$ cat config.mk
export PLATFORM = sky130hd
export DESIGN_NAME = sd_rx_buffer
export DESIGN_NICKNAME = d
export VERILOG_FILES = /design/src/rtl/sdrx_pkg.sv /design/src/rtl/sdrx_deser.sv /design/src/rtl/sdrx_buffer.sv /design/src/rtl/sdrx_regs.sv /design/src/rtl/sd_rx_buffer.sv
export SDC_FILE = /design/constraint.sdc
export NUM_CORES = 2
export LEC_CHECK = 0
export BUFFER_PORTS_ARGS = -buffer_cell sky130_fd_sc_hd__buf_2
export CORE_ASPECT_RATIO = 0.8
export CORE_MARGIN = 2
export CORE_UTILIZATION = 40
export CTS_CLUSTER_DIAMETER = 200
export DETAILED_ROUTE_END_ITERATION = 8
export PLACE_DENSITY = 0.57
export SLEW_MARGIN = 20
export SYNTH_ARGS = -nofsm -noshare
export SYNTH_HDL_FRONTEND = slang
export SYNTH_HIERARCHICAL = 1
export SYNTH_SLANG_ARGS = --single-unit
export TNS_END_PERCENT = 5
$ cat constraint.sdc
create_clock -name clk -period 15.05 [get_ports clk]
set_input_delay 0.7525 -clock clk [delete_from_list [all_inputs] [get_ports clk]]
set_output_delay 0.7525 -clock clk [all_outputs]
set_load 0.05 [all_outputs]
$ cat src/rtl/sdrx_pkg.sv
package sdrx_pkg;

    localparam int BYTE_W = 8;

    typedef enum logic [1:0] {
        RX_IDLE  = 2'd0,
        RX_TOKEN = 2'd1,
        RX_DATA  = 2'd2,
        RX_CRC   = 2'd3
    } rx_state_e;

    typedef struct packed {
        logic              we;
        logic [BYTE_W-1:0] data;
    } byte_wr_t;

    function automatic logic [BYTE_W-1:0] shift_in(input logic [BYTE_W-1:0] s, input logic b);
        return {s[BYTE_W-2:0], b};
    endfunction

endpackage

$ cat src/rtl/sdrx_deser.sv
module sdrx_deser
    import sdrx_pkg::*;
#(
    parameter int BLOCK_BYTES = 512,
    parameter int CRC_BITS    = 16,
    parameter logic [7:0] START_TOKEN = 8'hFE,
    localparam int PTR_W = $clog2(BLOCK_BYTES),
    localparam int CRC_CW = $clog2(CRC_BITS + 1)
) (
    input  logic             clk,
    input  logic             rst,
    input  logic             arm,
    input  logic             bit_valid,
    input  logic             bit_in,
    output byte_wr_t         wr,
    output logic [PTR_W-1:0] wr_addr,
    output logic             blk_done
);

    localparam logic [PTR_W-1:0]  LAST_BYTE = PTR_W'(BLOCK_BYTES - 1);
    localparam logic [CRC_CW-1:0] CRC_LAST  = CRC_CW'(CRC_BITS - 1);

    rx_state_e          state;
    logic [BYTE_W-1:0]  shreg;
    logic [BYTE_W-1:0]  shnext;
    logic [2:0]         bitcnt;
    logic [PTR_W-1:0]   bytecnt;
    logic [CRC_CW-1:0]  crccnt;

    assign shnext = shift_in(shreg, bit_in);

    always_ff @(posedge clk) begin
        if (rst) begin
            state   <= RX_IDLE;
            shreg   <= '1;
            bitcnt  <= '0;
            bytecnt <= '0;
            crccnt  <= '0;
        end else if (arm) begin
            state   <= RX_TOKEN;
            shreg   <= '1;
            bytecnt <= '0;
        end else if (bit_valid) begin
            case (state)
                RX_TOKEN: begin
                    if (shnext == START_TOKEN) begin
                        state  <= RX_DATA;
                        bitcnt <= 3'd7;
                        shreg  <= '1;
                    end else begin
                        shreg <= shnext;
                    end
                end
                RX_DATA: begin
                    shreg <= shnext;
                    if (bitcnt == 3'd0) begin
                        bitcnt  <= 3'd7;
                        bytecnt <= bytecnt + 1'b1;
                        if (bytecnt == LAST_BYTE) begin
                            state  <= RX_CRC;
                            crccnt <= CRC_LAST;
                        end
                    end else begin
                        bitcnt <= bitcnt - 1'b1;
                    end
                end
                RX_CRC: begin
                    if (crccnt == '0) state <= RX_IDLE;
                    else              crccnt <= crccnt - 1'b1;
                end
                default: ;
            endcase
        end
    end

    always_comb begin
        wr.we    = bit_valid && !arm && (state == RX_DATA) && (bitcnt == 3'd0);
        wr.data  = shnext;
        wr_addr  = bytecnt;
        blk_done = bit_valid && !arm && (state == RX_CRC) && (crccnt == '0);
    end

endmodule

$ cat src/rtl/sdrx_buffer.sv
module sdrx_buffer
    import sdrx_pkg::*;
#(
    parameter int BLOCK_BYTES = 512,
    localparam int PTR_W = $clog2(BLOCK_BYTES)
) (
    input  logic              clk,
    input  logic              rst,
    input  logic              arm,
    input  byte_wr_t          wr,
    input  logic [PTR_W-1:0]  wr_addr,
    input  logic              rd_adv,
    output logic [PTR_W-1:0]  rd_ptr,
    output logic [BYTE_W-1:0] rd_byte
);

    logic [BYTE_W-1:0] mem [BLOCK_BYTES];

    always_ff @(posedge clk) begin
        if (wr.we) mem[wr_addr] <= wr.data;
    end

    always_ff @(posedge clk) begin
        if (rst || arm)  rd_ptr <= '0;
        else if (rd_adv) rd_ptr <= rd_ptr + 1'b1;
    end

    assign rd_byte = mem[rd_ptr];

endmodule

$ cat src/rtl/sdrx_regs.sv
module sdrx_regs
    import sdrx_pkg::*;
#(
    parameter int ADDR_W   = 3,
    parameter int DATA_OFS = 5,
    parameter int STAT_OFS = 0
) (
    input  logic              clk,
    input  logic              rst,
    input  logic              cpu_rd,
    input  logic [ADDR_W-1:0] cpu_addr,
    input  logic [BYTE_W-1:0] rd_byte,
    input  logic              blk_done,
    output logic              rd_adv,
    output logic              rx_flag,
    output logic [BYTE_W-1:0] cpu_rdata
);

    localparam logic [ADDR_W-1:0] A_DATA = ADDR_W'(DATA_OFS);
    localparam logic [ADDR_W-1:0] A_STAT = ADDR_W'(STAT_OFS);

    assign rd_adv = cpu_rd && (cpu_addr == A_DATA);

    always_ff @(posedge clk) begin
        if (rst)           rx_flag <= 1'b0;
        else if (blk_done) rx_flag <= 1'b1;
        else if (cpu_rd)   rx_flag <= 1'b0;
    end

    always_comb begin
        if (cpu_addr == A_DATA)      cpu_rdata = rd_byte;
        else if (cpu_addr == A_STAT) cpu_rdata = {{(BYTE_W-1){1'b0}}, rx_flag};
        else                         cpu_rdata = '0;
    end

endmodule

$ cat src/rtl/sd_rx_buffer.sv
module sd_rx_buffer
    import sdrx_pkg::*;
#(
    parameter int BLOCK_BYTES = 512,
    parameter int CRC_BITS    = 16,
    parameter int ADDR_W      = 3,
    parameter int DATA_OFS    = 5,
    parameter int STAT_OFS    = 0,
    localparam int PTR_W = $clog2(BLOCK_BYTES)
) (
    input  logic              clk,
    input  logic              rst,
    input  logic              rx_arm,
    input  logic              sd_bit_valid,
    input  logic              sd_bit,
    input  logic              cpu_rd,
    input  logic [ADDR_W-1:0] cpu_addr,
    output logic [7:0]        cpu_rdata
);

    byte_wr_t          byte_wr;
    logic [PTR_W-1:0]  wr_addr;
    logic              blk_done;
    logic              rd_adv;
    logic [PTR_W-1:0]  rd_ptr;
    logic [BYTE_W-1:0] rd_byte;
    logic              rx_flag;

    sdrx_deser #(
        .BLOCK_BYTES(BLOCK_BYTES),
        .CRC_BITS   (CRC_BITS),
        .START_TOKEN(8'hFE)
    ) u_deser (
        .clk      (clk),
        .rst      (rst),
        .arm      (rx_arm),
        .bit_valid(sd_bit_valid),
        .bit_in   (sd_bit),
        .wr       (byte_wr),
        .wr_addr  (wr_addr),
        .blk_done (blk_done)
    );

    sdrx_buffer #(
        .BLOCK_BYTES(BLOCK_BYTES)
    ) u_buf (
        .clk    (clk),
        .rst    (rst),
        .arm    (rx_arm),
        .wr     (byte_wr),
        .wr_addr(wr_addr),
        .rd_adv (rd_adv),
        .rd_ptr (rd_ptr),
        .rd_byte(rd_byte)
    );

    sdrx_regs #(
        .ADDR_W  (ADDR_W),
        .DATA_OFS(DATA_OFS),
        .STAT_OFS(STAT_OFS)
    ) u_regs (
        .clk      (clk),
        .rst      (rst),
        .cpu_rd   (cpu_rd),
        .cpu_addr (cpu_addr),
        .rd_byte  (rd_byte),
        .blk_done (blk_done),
        .rd_adv   (rd_adv),
        .rx_flag  (rx_flag),
        .cpu_rdata(cpu_rdata)
    );

endmodule

### After elaboration in Yosys (flattened, before gate mapping)

Memory sizes are Yosys's and may differ from the RTL's. A register that Yosys moved wholly into a read port is not among the register bits.
Index checks and enable logic that the tools add are counted.

* equal/unequal tests: 15
* add/sub/neg operators: 4
* reduce and logical (&&, ||, !) cells: 24
* bitwise logic cells: 1
* mux-type cells: 24

Operator list (count)
* adder 9 x 1 -> 9 bit (second input constant): 2
* 2-to-1 mux 9 bit: 2
* AND reduction 6 bit: 3
* 2-to-1 mux 5 bit: 3
* one-hot mux 7 bit (2 select lines): 1
* one-hot mux 5 bit (2 select lines): 1
* == test 9 bit (second input constant): 1
* != test 3 x 2 -> 1 bit (second input constant): 3
* == test 8 bit (second input constant): 1
* 2-to-1 mux 2 bit: 4
* 2-to-1 mux 8 bit: 1
* nonzero test 2 bit: 4
* 2-to-1 mux 1 bit: 7
* 2-to-1 mux 7 bit: 1
* logical AND 1 bit: 6
* zero test 3 bit: 2
* 2-to-1 mux 3 bit: 2
* != test 2 x 1 -> 1 bit (second input constant): 3
* one-hot mux 2 bit (3 select lines): 1
* one-hot mux 3 bit (2 select lines): 1
* zero test 5 bit: 1
* subtractor 5 x 1 -> 5 bit (second input constant): 1
* == test 2 bit (second input constant): 2
* != test 2 bit (second input constant): 2
* other kinds (13): 13

* RAM bits: 4096
* memories kept: 1
* flip-flop bits (word level): 36

Memory list
* u_buf.mem: words 512, width 8, read ports 1, clocked after memory_dff 1, wr ports 1, line sdrx_buffer.sv:17 `logic [BYTE_W-1:0] mem [BLOCK_BYTES];`

### Longest topological paths before layout

* depth after elaboration: 6
* depth in mapped cells: 16
* gate-level depth less buffers: 9

### Cells and area by module

The synthesis kept the hierarchy.

Modules (own cells, without submodules)
* sdrx_buffer: area an instance 161937.8 um^2, cells each 8227, instances 1, seq. area each 123358.3 um^2
* sdrx_deser: area an instance 1337.5 um^2, cells each 159, instances 1, seq. area each 520.5 um^2
* sdrx_regs: area an instance 113.9 um^2, cells each 16, instances 1, seq. area each 20.0 um^2

### Least setup slack after synthesis

OpenSTA, ideal clock, no wires.

* path type: reg-to-reg
* from: register u_deser.shreg[0]
* to: register u_deser.bitcnt[2]
* arrival time: 8.152 ns
* stages on the path, launching flop included: 5
* slack: 6.764 ns
* data required time: 14.917 ns
* period minus slack after synthesis: 8.286 ns
* cells stage by stage: dfxtp_1 > nand4_1 > o21ai_1 > and2_1 > a311oi_1

* longest elaborated chain between the ends: 3

Ends and longest elaborated chain
* start, declared: line sdrx_deser.sv:24 `logic [BYTE_W-1:0] shreg;`
* start signal, assigned: line sdrx_deser.sv:51 `shreg <= shnext;`
* start signal, assigned: line sdrx_deser.sv:55 `shreg <= shnext;`
* == test 8 bit: line sdrx_deser.sv:46 `if (shnext == START_TOKEN) begin`
* != test 2 x 1 -> 1 bit (no line)
* AND reduction 4 bit (no line)
* end signal, assigned: line sdrx_deser.sv:64 `bitcnt <= bitcnt - 1'b1;`
* end, declared: line sdrx_deser.sv:26 `logic [2:0] bitcnt;`

No other way between the ends.
A chain may end at the register's enable or synchronous reset.

==> impl_metrics.toml <==
[layout]
syn2layout_area_growth_pct = 11.3
stdcell_count = 14229
drive_gt1_share_pct = 17.5
final_nets = 8503

[setup_path]
crit_end = "cpu_rdata[1]"
worstSetupStartpointType = "register"
worstPathArrival_ns = 7.59
path_class = "register to output pin"
timing.rr.start = "u_deser/state[0]$_SDFFE_PP0P_"
timing.rr.end = "u_buf/mem[179][4]$_DFFE_PP_"
critPathMaxFanout = 48
r2r_cells = 8
worstPathRequired_ns = 14.30
r2r_slack_ns = 10.22
cp-end-kind = "output pin"

[placement]
dp.cells = 13445
place_congestion = 0.858
dp_hpwl_um = 286000
port_buffers = 16

[logic_synthesis]
synth_edf_count = 4096
synthArstFlopShare_pct = 0
synth_area_leaders = "edfxtp_1, mux4_2, mux2i_1, nor2_1, o221ai_1"
yosysSeqAreaShare_pct = 75.8
synthFlopType = "edfxtp_1"
synth.avg_cell_area_sq_um = 19.4
ys_warn_count = 6
yosysTopAreaCell = "edfxtp_1"
netlist_instances = 8402
synth_top_area_share_pct = 75.3
ys_types = 97
ys_seq_elements = 4141
syn_nets = 8422
syn_area_sq_um = 163000

[power]
vdd_drop_max_v = 0.0000943
power_density_nw_per_um2 = 127
p_leak_nw = 48.5

[routing]
num_vias = 86548
vias_per_cell = 6.08
first_pass_iters = 8
drc = 0
post_drt_wl_per_cell_um = 33.1
postRouteAntennaNets = 0
drtIter0Drc = 12476
drt-total-wl_um = 471000

[global_routing]
grt.total_usage_pct = 22.1
grt_pass1_wl_um = 656000
antenna_found_initial = 34
grt_pass1_vias = 83005
grt_overflow = 0
grt_max_degree = 195

[die]
die_area_sq_um = 414000
io_pins = 17
fp-row-count = 209
die_x_um = 719
die_y_um = 576
start_util_pct = 40.3
coreArea_sq_um = 406000

[sta]
skew_ns = 0.0542
max_freq_mhz = 120
period_share_pct = 55.5
drv_slew = 0
slew_headroom_pct = 9.74
worstMarginPinSlew_ns = 1.32
fin_tns_setup_ns = 0
period_minus_slack_ns = 8.35
rsz0062_at_grt = "no"
finalSetupViolCount = 0
hold_viol_final = 0

[clock_network]
cts_hold_buf = 0
clk_pin_slew_ns = 0.07
root_buffer = "clkbuf_16"
cts_setup_buffers = 0
cts_made_buffers = 413
h-tree-depth = 5
insertion_delay_ns = 1.02
cts_tree = "done"
clockBufferDepth = 4
post_cts_resized = 0
clkSinkCount = 4141

[job]
max-cap-violations = 0

[worst_hold_path]
hp-class = "primary input to register"

[run_status]
status = "finished, final reports clean"
-- cell usage after synthesis (all sizes together) (16+ instances only) --
master,count
a2111oi,17
a211oi,49
a21oi,178
a221oi,16
a22oi,22
a31oi,30
and2,35
and3,17
buf,314
clkbuf,222
dfxtp,45
edfxtp,4096
mux2,39
mux2i,753
mux4,665
nand2,203
nand2b,21
nand3,59
nand4,22
nor2,654
nor3,92
nor4,37
o21ai,132
o221ai,255
o22ai,184
or3,16
-- sequential cells by signal, indices dropped and copies added, names as in the netlist, named ones only --
name / cells
u_deser/crccnt: 5
u_deser/wr_addr: 9
u_buf/rd_ptr: 9
u_regs/rx_flag: 1
u_buf/mem: 4096
u_deser/shreg: 7
u_deser/state: 2
u_deser/bitcnt: 3
-- cell type report --
class | count | area (sq um)
well taps | 5380 | 6730
multi-input cells | 3709 | 36000
clock inverters | 245 | 2410
flip-flops and latches | 4141 | 124000
diodes | 22 | 55.1
inverters | 16 | 75.1
clock buffers | 514 | 10800
repair buffers | 202 | 1750
fillers | 34176 | 224000
-- where the power goes --
| group | internal, W | switching (W) | leakage [nW] |
|---|---|---|---|
| sequential | 0.0126 | 0.0000150 | 32.9 |
| clock | 0.00574 | 0.00438 | 6.42 |
| combinational | 0.0000586 | 0.000198 | 9.20 |
-- cells in the final DEF, fill, tap and decap left out, types with 19 or more instances in the layout --
cell type,synthesis,final
nand4_1,22,22
nand2_1,202,190
bufinv_16,0,37
nor4_1,35,30
nor2_1,654,652
and2_1,34,34
o221ai_1,252,252
nand3_1,59,55
clkinv_1,1,96
clkinv_2,0,71
a211oi_1,48,45
mux2_2,36,36
clkbuf_1,222,97
nor3_1,91,88
buf_4,76,162
o21ai_0,120,117
nand2b_1,21,19
a22oi_1,22,22
clkbuf_16,0,417
mux2i_1,753,753
buf_12,38,21
diode_2,0,22
mux4_2,651,651
dfxtp_1,45,30
o22ai_1,184,184
a21oi_1,177,177
a31oi_1,30,30
edfxtp_1,4096,4096
-- routing by layer --
metal	global-route usage, %	up-vias	part of all wire [%]
li1	-	34826	-
met1	33.0	46273	42
met2	32.7	4745	44
met3	5.33	692	11
met4	5.61	12	2.6
met5	0	-	0.017
-- kinds of logic (layout without fill, tap and decap cells) --
| group | count (synthesis) | after routing | synth area share, % |
|---|---|---|---|
| flops | 4141 | 4141 | 75.8 |
| compound gates | 998 | 998 | 4.27 |
| mux | 1457 | 1457 | 14.1 |
| other cells | 0 | 22 | 0 |
| simple gates | 1231 | 1231 | 3.38 |
| xor+xnor | 12 | 12 | 0.0643 |
| fa+ha+maj | 11 | 11 | 0.0842 |
| buf+inv | 552 | 977 | 2.29 |
-- worst min-delay path by stage --
stage | start | to | slack, ns | cells past startpoint
after floorplan | u_deser/crccnt[4]$_SDFFE_PP0P_ | u_deser/crccnt[4]$_SDFFE_PP0P_ | 0.43 | 2
after global placement | u_deser/crccnt[4]$_SDFFE_PP0P_ | u_deser/crccnt[4]$_SDFFE_PP0P_ | 0.44 | 2
after detailed placement | u_deser/crccnt[4]$_SDFFE_PP0P_ | u_deser/crccnt[4]$_SDFFE_PP0P_ | 0.45 | 2
after CTS | rst | u_deser/state[0]$_SDFFE_PP0P_ | 0.09 | 2
after global routing | rst | u_deser/state[0]$_SDFFE_PP0P_ | 0.13 | 2
final | rst | u_deser/state[0]$_SDFFE_PP0P_ | 0.17 | 2
-- through the flow --
step	total power, W	area (sq um)	worst slack (ns)	hold WS [ns]	utilization (%)
after floorplan	0.0131	163000	6.76	0.426	-
final	0.0230	182000	6.70	0.166	44.8
after CTS	0.0232	182000	6.69	0.0948	44.8
after detailed placement	0.0131	168000	7.76	0.452	41.5
after global placement	0.0131	168000	7.53	0.437	41.5
after global routing	0.0236	182000	6.77	0.131	44.8
-- worst max-delay path, stage by stage, from the launching register on --
cell and delay (ns):
dfxtp_4 0.65, nand2b_4 0.63, buf_4 0.73, buf_4 0.76
o221a_2 0.65, o221ai_1 0.20, a31oi_1 0.55, a31oi_1 0.21
nor3_1 0.78, and4_1 0.30, and2_1 0.58, buf_2 0.40
Power figures use the tool's default switching activity.
